==> src/rtl/iq_downmix_pkg.sv <==
package iq_downmix_pkg;
  localparam int unsigned PHASE_W   = 32;
  localparam int unsigned IDX_W     = 10;
  localparam int unsigned SAMPLE_W  = 14;
  localparam int unsigned OUT_W     = 16;
  localparam int unsigned ROUND_SH  = 10;
  localparam logic [PHASE_W-1:0] DEF_INC = 32'd919123001;
endpackage

==> src/rtl/nco_phase.sv <==
module nco_phase #(
  parameter int unsigned PW = 32,
  parameter int unsigned IW = 10,
  parameter logic [PW-1:0] INIT_INC = '0
) (
  input  logic          clk_i,
  input  logic          rst_ni,
  input  logic          we_i,
  input  logic [PW-1:0] inc_i,
  output logic [IW-1:0] idx_o
);
  logic [PW-1:0] acc_q, inc_q;
  logic          seen_q;

  always_ff @(posedge clk_i or negedge rst_ni) begin
    if (!rst_ni) begin
      acc_q  <= '0;
      inc_q  <= INIT_INC;
      seen_q <= 1'b0;
    end else begin
      acc_q  <= acc_q + inc_q;
      seen_q <= 1'b1;
      if (we_i) inc_q <= inc_i;
    end
  end

  assign idx_o = acc_q[PW-1 -: IW];

  p_phase_step_r2: assert property (@(posedge clk_i) disable iff (!rst_ni)
    seen_q |-> (acc_q == $past(acc_q) + $past(inc_q)));
endmodule

==> src/rtl/nco_sincos.sv <==
module nco_sincos #(
  parameter int unsigned IW = 10,
  parameter int unsigned DW = 14
) (
  input  logic                 clk_i,
  input  logic                 rst_ni,
  input  logic [IW-1:0]        idx_i,
  output logic signed [DW-1:0] sin_o,
  output logic signed [DW-1:0] cos_o
);
  localparam int unsigned AW   = IW - 2;
  localparam int unsigned QN   = 1 << AW;
  localparam int unsigned MW   = DW - 1;
  localparam real         AMPR = real'((1 << (DW - 1)) - 1);
  localparam real         PI   = 3.14159265358979323846;

  logic [MW-1:0] qtab [QN];

  for (genvar k = 0; k < QN; k++) begin : g_tab
    localparam real ANG = PI * (real'(k) + 0.5) / (2.0 * real'(QN));
    localparam int  VAL = int'($floor(AMPR * $sin(ANG) + 0.5));
    assign qtab[k] = MW'(VAL);
  end

  logic [IW-1:0]        cidx;
  logic [AW-1:0]        s_addr, c_addr;
  logic signed [DW-1:0] s_mag, c_mag, s_val, c_val;

  assign cidx   = idx_i + IW'(QN);
  // odd quadrants read the table mirrored, upper half is negated
  assign s_addr = idx_i[IW-2] ? ~idx_i[AW-1:0] : idx_i[AW-1:0];
  assign c_addr = cidx[IW-2]  ? ~cidx[AW-1:0]  : cidx[AW-1:0];
  assign s_mag  = {1'b0, qtab[s_addr]};
  assign c_mag  = {1'b0, qtab[c_addr]};
  assign s_val  = idx_i[IW-1] ? -s_mag : s_mag;
  assign c_val  = cidx[IW-1]  ? -c_mag : c_mag;

  always_ff @(posedge clk_i or negedge rst_ni) begin
    if (!rst_ni) begin
      sin_o <= '0;
      cos_o <= '0;
    end else begin
      sin_o <= s_val;
      cos_o <= c_val;
    end
  end

  p_quad0_sign_r3: assert property (@(posedge clk_i) disable iff (!rst_ni)
    (idx_i[IW-1 -: 2] == 2'b00) |=> (sin_o > 0 && cos_o > 0));
endmodule

==> src/rtl/mix_round.sv <==
module mix_round #(
  parameter int unsigned PW = 28,
  parameter int unsigned OW = 16,
  parameter int unsigned SH = 10
) (
  input  logic                 clk_i,
  input  logic                 rst_ni,
  input  logic signed [PW-1:0] p_i,
  output logic signed [OW-1:0] r_o
);
  localparam int unsigned SW = PW + 1;
  localparam longint MAXV  = (longint'(1) << (OW - 1)) - 1;
  localparam longint MINV  = -(longint'(1) << (OW - 1));
  localparam longint HALF  = longint'(1) << (SH - 1);
  localparam longint SAT_P = (MAXV << SH) + HALF;
  localparam logic signed [SW-1:0] MAXS = SW'(MAXV);
  localparam logic signed [SW-1:0] MINS = SW'(MINV);

  logic signed [SW-1:0] sum, shr;
  logic signed [OW-1:0] res;

  assign sum = {p_i[PW-1], p_i} + SW'(HALF);
  assign shr = sum >>> SH;

  always_comb begin
    if (shr > MAXS)      res = OW'(MAXV);
    else if (shr < MINS) res = OW'(MINV);
    else                 res = shr[OW-1:0];
  end

  always_ff @(posedge clk_i or negedge rst_ni) begin
    if (!rst_ni) r_o <= '0;
    else         r_o <= res;
  end

  p_clip_hi_r6: assert property (@(posedge clk_i) disable iff (!rst_ni)
    (longint'(p_i) >= SAT_P) |=> (r_o == OW'(MAXV)));
  p_sign_keep_r5: assert property (@(posedge clk_i) disable iff (!rst_ni)
    (p_i >= 0) |=> (r_o >= 0));
endmodule

==> src/rtl/iq_downmix.sv <==
module iq_downmix
  import iq_downmix_pkg::*;
#(
  parameter int unsigned SW = SAMPLE_W,
  parameter int unsigned OW = OUT_W,
  parameter int unsigned PW = PHASE_W,
  parameter int unsigned IW = IDX_W,
  parameter int unsigned SH = ROUND_SH,
  parameter logic [PW-1:0] INIT_INC = DEF_INC
) (
  input  logic                 clk_i,
  input  logic                 rst_ni,
  input  logic                 valid_i,
  input  logic signed [SW-1:0] sample_i,
  input  logic                 inc_we_i,
  input  logic [PW-1:0]        inc_i,
  output logic                 valid_o,
  output logic signed [OW-1:0] i_o,
  output logic signed [OW-1:0] q_o
);
  localparam int unsigned MW = 2 * SW;

  logic [IW-1:0]        idx;
  logic signed [SW-1:0] sin_v, cos_v, x_d1;
  logic signed [MW-1:0] prod_i_q, prod_q_q;
  logic                 v_d1, v_d2;
  logic [1:0]           lag_q;

  nco_phase #(.PW(PW), .IW(IW), .INIT_INC(INIT_INC)) u_phase (
    .clk_i, .rst_ni, .we_i(inc_we_i), .inc_i, .idx_o(idx)
  );

  nco_sincos #(.IW(IW), .DW(SW)) u_lut (
    .clk_i, .rst_ni, .idx_i(idx), .sin_o(sin_v), .cos_o(cos_v)
  );

  always_ff @(posedge clk_i or negedge rst_ni) begin
    if (!rst_ni) begin
      x_d1     <= '0;
      v_d1     <= 1'b0;
      prod_i_q <= '0;
      prod_q_q <= '0;
      v_d2     <= 1'b0;
      valid_o  <= 1'b0;
    end else begin
      x_d1     <= sample_i;
      v_d1     <= valid_i;
      prod_i_q <= x_d1 * cos_v;
      prod_q_q <= x_d1 * sin_v;
      v_d2     <= v_d1;
      valid_o  <= v_d2;
    end
  end

  mix_round #(.PW(MW), .OW(OW), .SH(SH)) u_rnd_i (
    .clk_i, .rst_ni, .p_i(prod_i_q), .r_o(i_o)
  );
  mix_round #(.PW(MW), .OW(OW), .SH(SH)) u_rnd_q (
    .clk_i, .rst_ni, .p_i(prod_q_q), .r_o(q_o)
  );

  always_ff @(posedge clk_i or negedge rst_ni) begin
    if (!rst_ni)            lag_q <= '0;
    else if (lag_q != 2'd3) lag_q <= lag_q + 2'd1;
  end

  p_valid_lag_r7: assert property (@(posedge clk_i) disable iff (!rst_ni)
    (lag_q == 2'd3) |-> (valid_o == $past(valid_i, 3)));
endmodule

==> config.mk <==
export PLATFORM = sky130hd
export DESIGN_NAME = iq_downmix
export DESIGN_NICKNAME = d
export VERILOG_FILES = /design/src/rtl/iq_downmix_pkg.sv /design/src/rtl/nco_phase.sv /design/src/rtl/nco_sincos.sv /design/src/rtl/mix_round.sv /design/src/rtl/iq_downmix.sv
export SDC_FILE = /design/constraint.sdc
export NUM_CORES = 2
export LEC_CHECK = 0
export BUFFER_PORTS_ARGS = -buffer_cell sky130_fd_sc_hd__buf_2
export CAP_MARGIN = 5
export CORE_MARGIN = 2
export CORE_UTILIZATION = 50
export CTS_BUF_LIST = sky130_fd_sc_hd__clkbuf_8
export CTS_CLUSTER_SIZE = 25
export DETAILED_ROUTE_END_ITERATION = 16
export PLACE_DENSITY = 0.66
export SYNTH_ARGS = -nofsm -noshare
export SYNTH_HDL_FRONTEND = slang
export SYNTH_SLANG_ARGS = --single-unit
==> constraint.sdc <==
create_clock -name clk_i -period 8 [get_ports clk_i]
set_input_delay 0.8 -clock clk_i [delete_from_list [all_inputs] [get_ports clk_i]]
set_output_delay 0.8 -clock clk_i [all_outputs]
set_load 0.03 [all_outputs]
### After elaboration in Yosys (flattened, before gate mapping)

Memory sizes are Yosys's and may differ from the RTL's.
Cells that the tools add are included.

| operators by class | value |
|---|---|
| add/sub/neg operators | 6 |
| multiply operators | 2 |
| magnitude comparators | 6 |
| muxes and demuxes | 12 |
| bitwise operators | 4 |

Operators by type and width:

| kind | number |
|---|---|
| two-way mux 16 bit | 4 |
| adder 28 x 11 -> 29 bit (second input constant) | 2 |
| multiplier 14 x 14 -> 28 bit | 2 |
| two-way mux 13 bit | 4 |
| greater-than comparator 19 x 16 -> 1 bit (second input constant) | 2 |
| < comparator 19 x 16 -> 1 bit (second input constant) | 2 |
| adder 32 bit | 1 |
| two-way mux 14 bit | 2 |
| negation 13 -> 14 bit | 2 |
| greater-or-equal comparator 9 bit (second input constant) | 2 |
| NOT 8 -> 9 bit | 2 |
| two-way mux 8 bit | 2 |
| NOT 8 bit | 2 |
| adder 10 x 9 -> 10 bit (second input constant) | 1 |

| storage, ports and cells | value |
|---|---|
| register bits after elaboration | 197 |
| ROM bits | 6,656 |
| input port bits | 50 |
| output and inout bits | 33 |
| word-level logic and storage cells | 44 |
| memories kept | 2 |

Memories:

| memory | depth | width | rd ports | clocked after Yosys merged registers in | wr ports | RTL line | text |
|---|---|---|---|---|---|---|---|
| (name not given) | 256 | 13 | 1 | 0 | 0 | nco_sincos.sv:33 | `assign s_mag = {1'b0, qtab[s_addr]};` |
| (name not given) | 256 | 13 | 1 | 0 | 0 | nco_sincos.sv:34 | `assign c_mag = {1'b0, qtab[c_addr]};` |

### Logic depth before layout (Yosys ltp)

| logic depth | value |
|---|---|
| depth in word-level cells | 9 |
| depth in mapped cells | 26 |
| mapped depth without buffers | 24 |

### Hierarchy

A second synthesis with hierarchy kept.

| second synthesis, totals | value |
|---|---|
| cells, all modules | 4,478 |
| area, all modules | 36,168.4 um^2 |

Modules (own cells, without submodules):

| module | instances | cells an instance | area each (um^2) | seq. area each (um^2) |
|---|---|---|---|---|
| iq_downmix | 1 | 1,825 | 17,247.8 | 1,826.8 |
| nco_sincos | 1 | 2,128 | 13,380.3 | 700.7 |
| nco_phase | 1 | 343 | 3,791.1 | 1,620.3 |
| mix_round | 2 | 91 | 874.6 | 400.4 |

### Worst setup path after synthesis

Ideal clock, no wire load.

| timing | value |
|---|---|
| path type | register to register |
| start point | register x_d1[13] |
| end point | register prod_q_q[27] |
| library setup time | 125 ps |
| data arrival time | 6,196 ps |
| data required time | 7,875 ps |
| path slack | 1,679 ps |
| cell stages (with the launch flop) | 24 |
| path buffers | 2 |
| period minus slack after synthesis | 6,321 ps |
| path through | dfrtp_1 clkbuf_1 clkbuf_1 nand2_1 fa_1 fa_1 inv_1 fa_1 fa_1 fa_1 inv_1 fa_1 inv_1 ha_1 nand4_1 nor3_1 nand3_1 o211ai_1 a31oi_1 o31ai_1 o41ai_1 o21bai_1 a21oi_1 xnor2_1 |

| on the way | value |
|---|---|
| word-level cells in the longest chain between the ends | 1 |

RTL lines:

| what | RTL line | text |
|---|---|---|
| start, declared | iq_downmix.sv:24 | `logic signed [SW-1:0] sin_v, cos_v, x_d1;` |
| start signal, assigned | iq_downmix.sv:46 | `x_d1 <= sample_i;` |
| multiplier 14 x 14 -> 28 bit | iq_downmix.sv:49 | `prod_q_q <= x_d1 * sin_v;` |
| end signal, assigned | iq_downmix.sv:49 |  |
| end, declared | iq_downmix.sv:25 | `logic signed [MW-1:0] prod_i_q, prod_q_q;` |

Every way passes these cells.
A chain may end at the register's enable or synchronous reset.

### Worst setup path after layout

| timing | value |
|---|---|
| start point | register x_d1[8] |
| end point | register prod_q_q[27] |

The elaborated chain is that of the path after synthesis.

==> metrics.md <==
| Metric | Value |
|---|---|
| Initial antenna violation count | 15 |
| Worst-skew pair later-pin latency | 0.55 ns |
| Worst slew pin tran | 1.40 ns |
| Vias/cell | 6.65 |
| Synth warn | 0 |
| Post-Route WL | 146000 um |
| Critical path class | register to register |
| Vias | 32200 |
| Final #Nets | 4612 |
| Die width | 263 um |
| Ports | 83 |
| DRC | 0 |
| Worst Clk Skew | 0.0332 ns |
| Clock slew at reported path FFs | 0.13 ns |
| Clock sink count | 179 |
| Number of DRC markers in iteration 0 | 4401 |
| Total grt overflow | 0 |
| Commonest cells in the netlist | inv_1 (526), fa_1 (395), nand2_1 (334), o21ai_0 (251), a21oi_1 (231) |
| Die Height | 263 um |
| CP peak stage delay | 1.10 ns |
| Max-slew violations | 0 |
| Root Buffer | clkbuf_8 |
| Cell row count | 95 |
| Worst setup slack after layout | 1.01 ns |
| First-pass DRT Iterations | 10 |
| Most frequent cell after synthesis | inv_1 |
| Avg Inst Size Synth | 8.31 um^2 |
| P&R area growth vs syn | 4.19% |
| GP Congestion | 1.11 |
| Post-DP HPWL | 107000 um |
| TritonCTS buffer count | 17 |
| Syn Nets | 4703 |
| Fin Hold WS | 0.231 ns |
| Worst setup path start | x_d1[8]$_DFF_PN0_ |
| Crit path time final | 6.99 ns |
| Top cells by area, synth | fa_1 (24%), dfrtp_1 (12%), ha_1 (7.9%), inv_1 (5.9%), and2_1 (4.2%) |
| Cell Chain, Critical Path | nand2_1 > fa_1 > inv_1 > fa_1 > fa_1 > fa_1 > fa_1 > inv_1 > fa_1 > inv_1 > ha_1 > a21o_1 > a21o_1 > a21oi_1 > o211ai_1 > a31oi_1 > o31ai_1 > o41ai_1 > o21bai_1 > a21oi_1 > xnor2_1 |
| Status | finished, final reports clean |
| Final cycle utilization of the critical path | 87.4% |
| Vias in the first global route | 32000 |
| Core area | 0.0669 mm^2 |
| # Post-CTS Setup Buffers | 0 |
| Initial Util | 50.2% |
| H-tree depth | 4 |
| Yosys top cell area share | 23.5% |
| Post_cts resized | 0 |
| PortBufs | 82 |
| Share of cells above drive strength 1 | 8.82% |
| Headroom to the max-slew limit | 6.06% |
| Max cap viols | 0 |
| Startpoint class of the critical path | register |
| Layout Utilization | 52.3% |
| CP endpoint kind | register |
| Largest net degree at the start of global routing | 154 |
| Final setup viols | 0 |
| Die area | 0.0693 mm^2 |
| Maximum clock frequency | 0.143 GHz |
| Cell taking the most area after synthesis | fa_1 |
| Global-route wire length before repair | 214000 um |
| Main synth FF type | dfrtp_1 |
| Mapped Cells | 4045 |
| Critical path's most frequent cell | fa_1 |
| CP max FO | 28 |
| Mapped cell area | 0.0336 mm^2 |
| Worst Path Required | 8.47 ns |
| Post-place setup slack | 1.13 ns |
| Clock Path Buffers | 2 |
| Ys async rst share | 100% |
| RSZ-0062 raised after global routing | no |
| Worst Reg2Reg Path Length in Cells | 21 |
| Slowest-stage cell, CP | dfrtp_1 |
| CTS tree | yes |
| EDFF count, synth | 0 |
| Aggregate global-route resource usage | 41.9% |
| Fin Setup TNS | 0 ns |
| Sequential-to-total area share from yosys stat | 13.4% |
| Worst hold path class | input port to asynchronous set/reset pin |
| Worst r2r src | x_d1[8]$_DFF_PN0_ |
| Data arrival, critical path | 7.46 ns |
| Post-DRT Antenna Nets | 0 |
| # fillers | 6397 |
| Count of cell types in the netlist | 111 |
| Final hold violation count | 0 |
| Routed len/inst | 30.0 um |
| #FFs+latches synth | 179 |
| Hold_buf cts | 0 |
critical path, delay by kind of cell, from the launching register on:
| kind | cells | cell delay (ns) |
|---|---|---|
| xor+xnor | 1 | 0.13 |
| buf+inv | 3 | 0.17 |
| simple gates | 1 | 0.18 |
| compound gates | 9 | 1.95 |
| fa+ha+maj | 7 | 3.37 |
| flops | 1 | 1.10 |
cell families (layout without fill, tap and decap cells):
logic type / Yosys count / after routing / share of synthesized area [%]
other: 0 / 9 / 0
AO/OA/AOI/OAI: 1089 / 1089 / 21.7
AND/OR/NAND/NOR: 1120 / 1120 / 16.6
adder cells (fa/ha/maj): 609 / 609 / 31.5
XOR/XNOR: 155 / 155 / 4.18
multiplexers: 65 / 65 / 2.40
flip-flops: 179 / 179 / 13.4
buffers and inverters: 828 / 750 / 10.2
layer usage:
| layer | vias to the layer above | GRT usage, % | wire length [um] |
|---|---|---|---|
| met3 | 674 | 13.0 | 16300 |
| met5 | - | 0.208 | 128 |
| li1 | 13600 | - | - |
| met2 | 2178 | 63.0 | 62700 |
| met4 | 18 | 27.6 | 11800 |
| met1 | 15800 | 52.0 | 54700 |
final cells by class:
class,count,area (um^2),area share [%]
Multi-Input combinational cell,3038,25800,73.5
Sequential cell,179,4520,12.9
Inverter,534,2000,5.72
Timing Repair Buffer,184,1220,3.49
Tap cell,873,1090,3.12
Clock buffer,17,234,0.668
Clock inverter,15,174,0.497
Antenna cell,9,22.5,0.0643
sequential cells by signal (all words and copies together), names as in the netlist:
name	flops
x_d1	14
valid_o	1
u_lut.cos_o	14
v_d1	1
prod_q_q	19
u_rnd_i.r_o	16
u_lut.sin_o	14
prod_i_q	19
u_phase.inc_q	32
u_phase.acc_q	32
u_rnd_q.r_o	16
v_d2	1
worst paths after layout:
path                                                to  slack [ns]
hold / removal                u_rnd_q.r_o[0]$_DFF_PN0_        0.23
max in group asynchronous  u_phase.acc_q[30]$_DFF_PN0_        6.53
setup / recovery                prod_q_q[27]$_DFF_PN0_        1.01
setup reg to reg                prod_q_q[27]$_DFF_PN0_        1.01
min in group clk_i                   x_d1[0]$_DFF_PN0_        0.34
hold reg to reg                      valid_o$_DFF_PN0_        0.36
layout by cell type, fill, tap and decap left out, types with 65 or more instances in the layout:
| cell type | instances |
|---|---|
| a21oi_1 | 227 |
| and2_1 | 226 |
| buf_2 | 81 |
| buf_4 | 99 |
| dfrtp_1 | 158 |
| fa_1 | 395 |
| ha_1 | 212 |
| inv_1 | 526 |
| nand2_1 | 334 |
| nand3_1 | 67 |
| nor2_1 | 202 |
| nor3_1 | 72 |
| o211ai_1 | 65 |
| o21ai_0 | 251 |
| xnor2_1 | 102 |
stage by stage:
step | cells | instance area [um^2]
floorplan | 4045 | 33600
global placement | 4808 | 34600
detailed placement | 4808 | 34600
CTS | 4840 | 35000
global route | 4842 | 35000
finish | 4849 | 35000
Power is not shown: default switching activity piles up to over one toggle a cycle in this logic, so the estimate is an artifact.
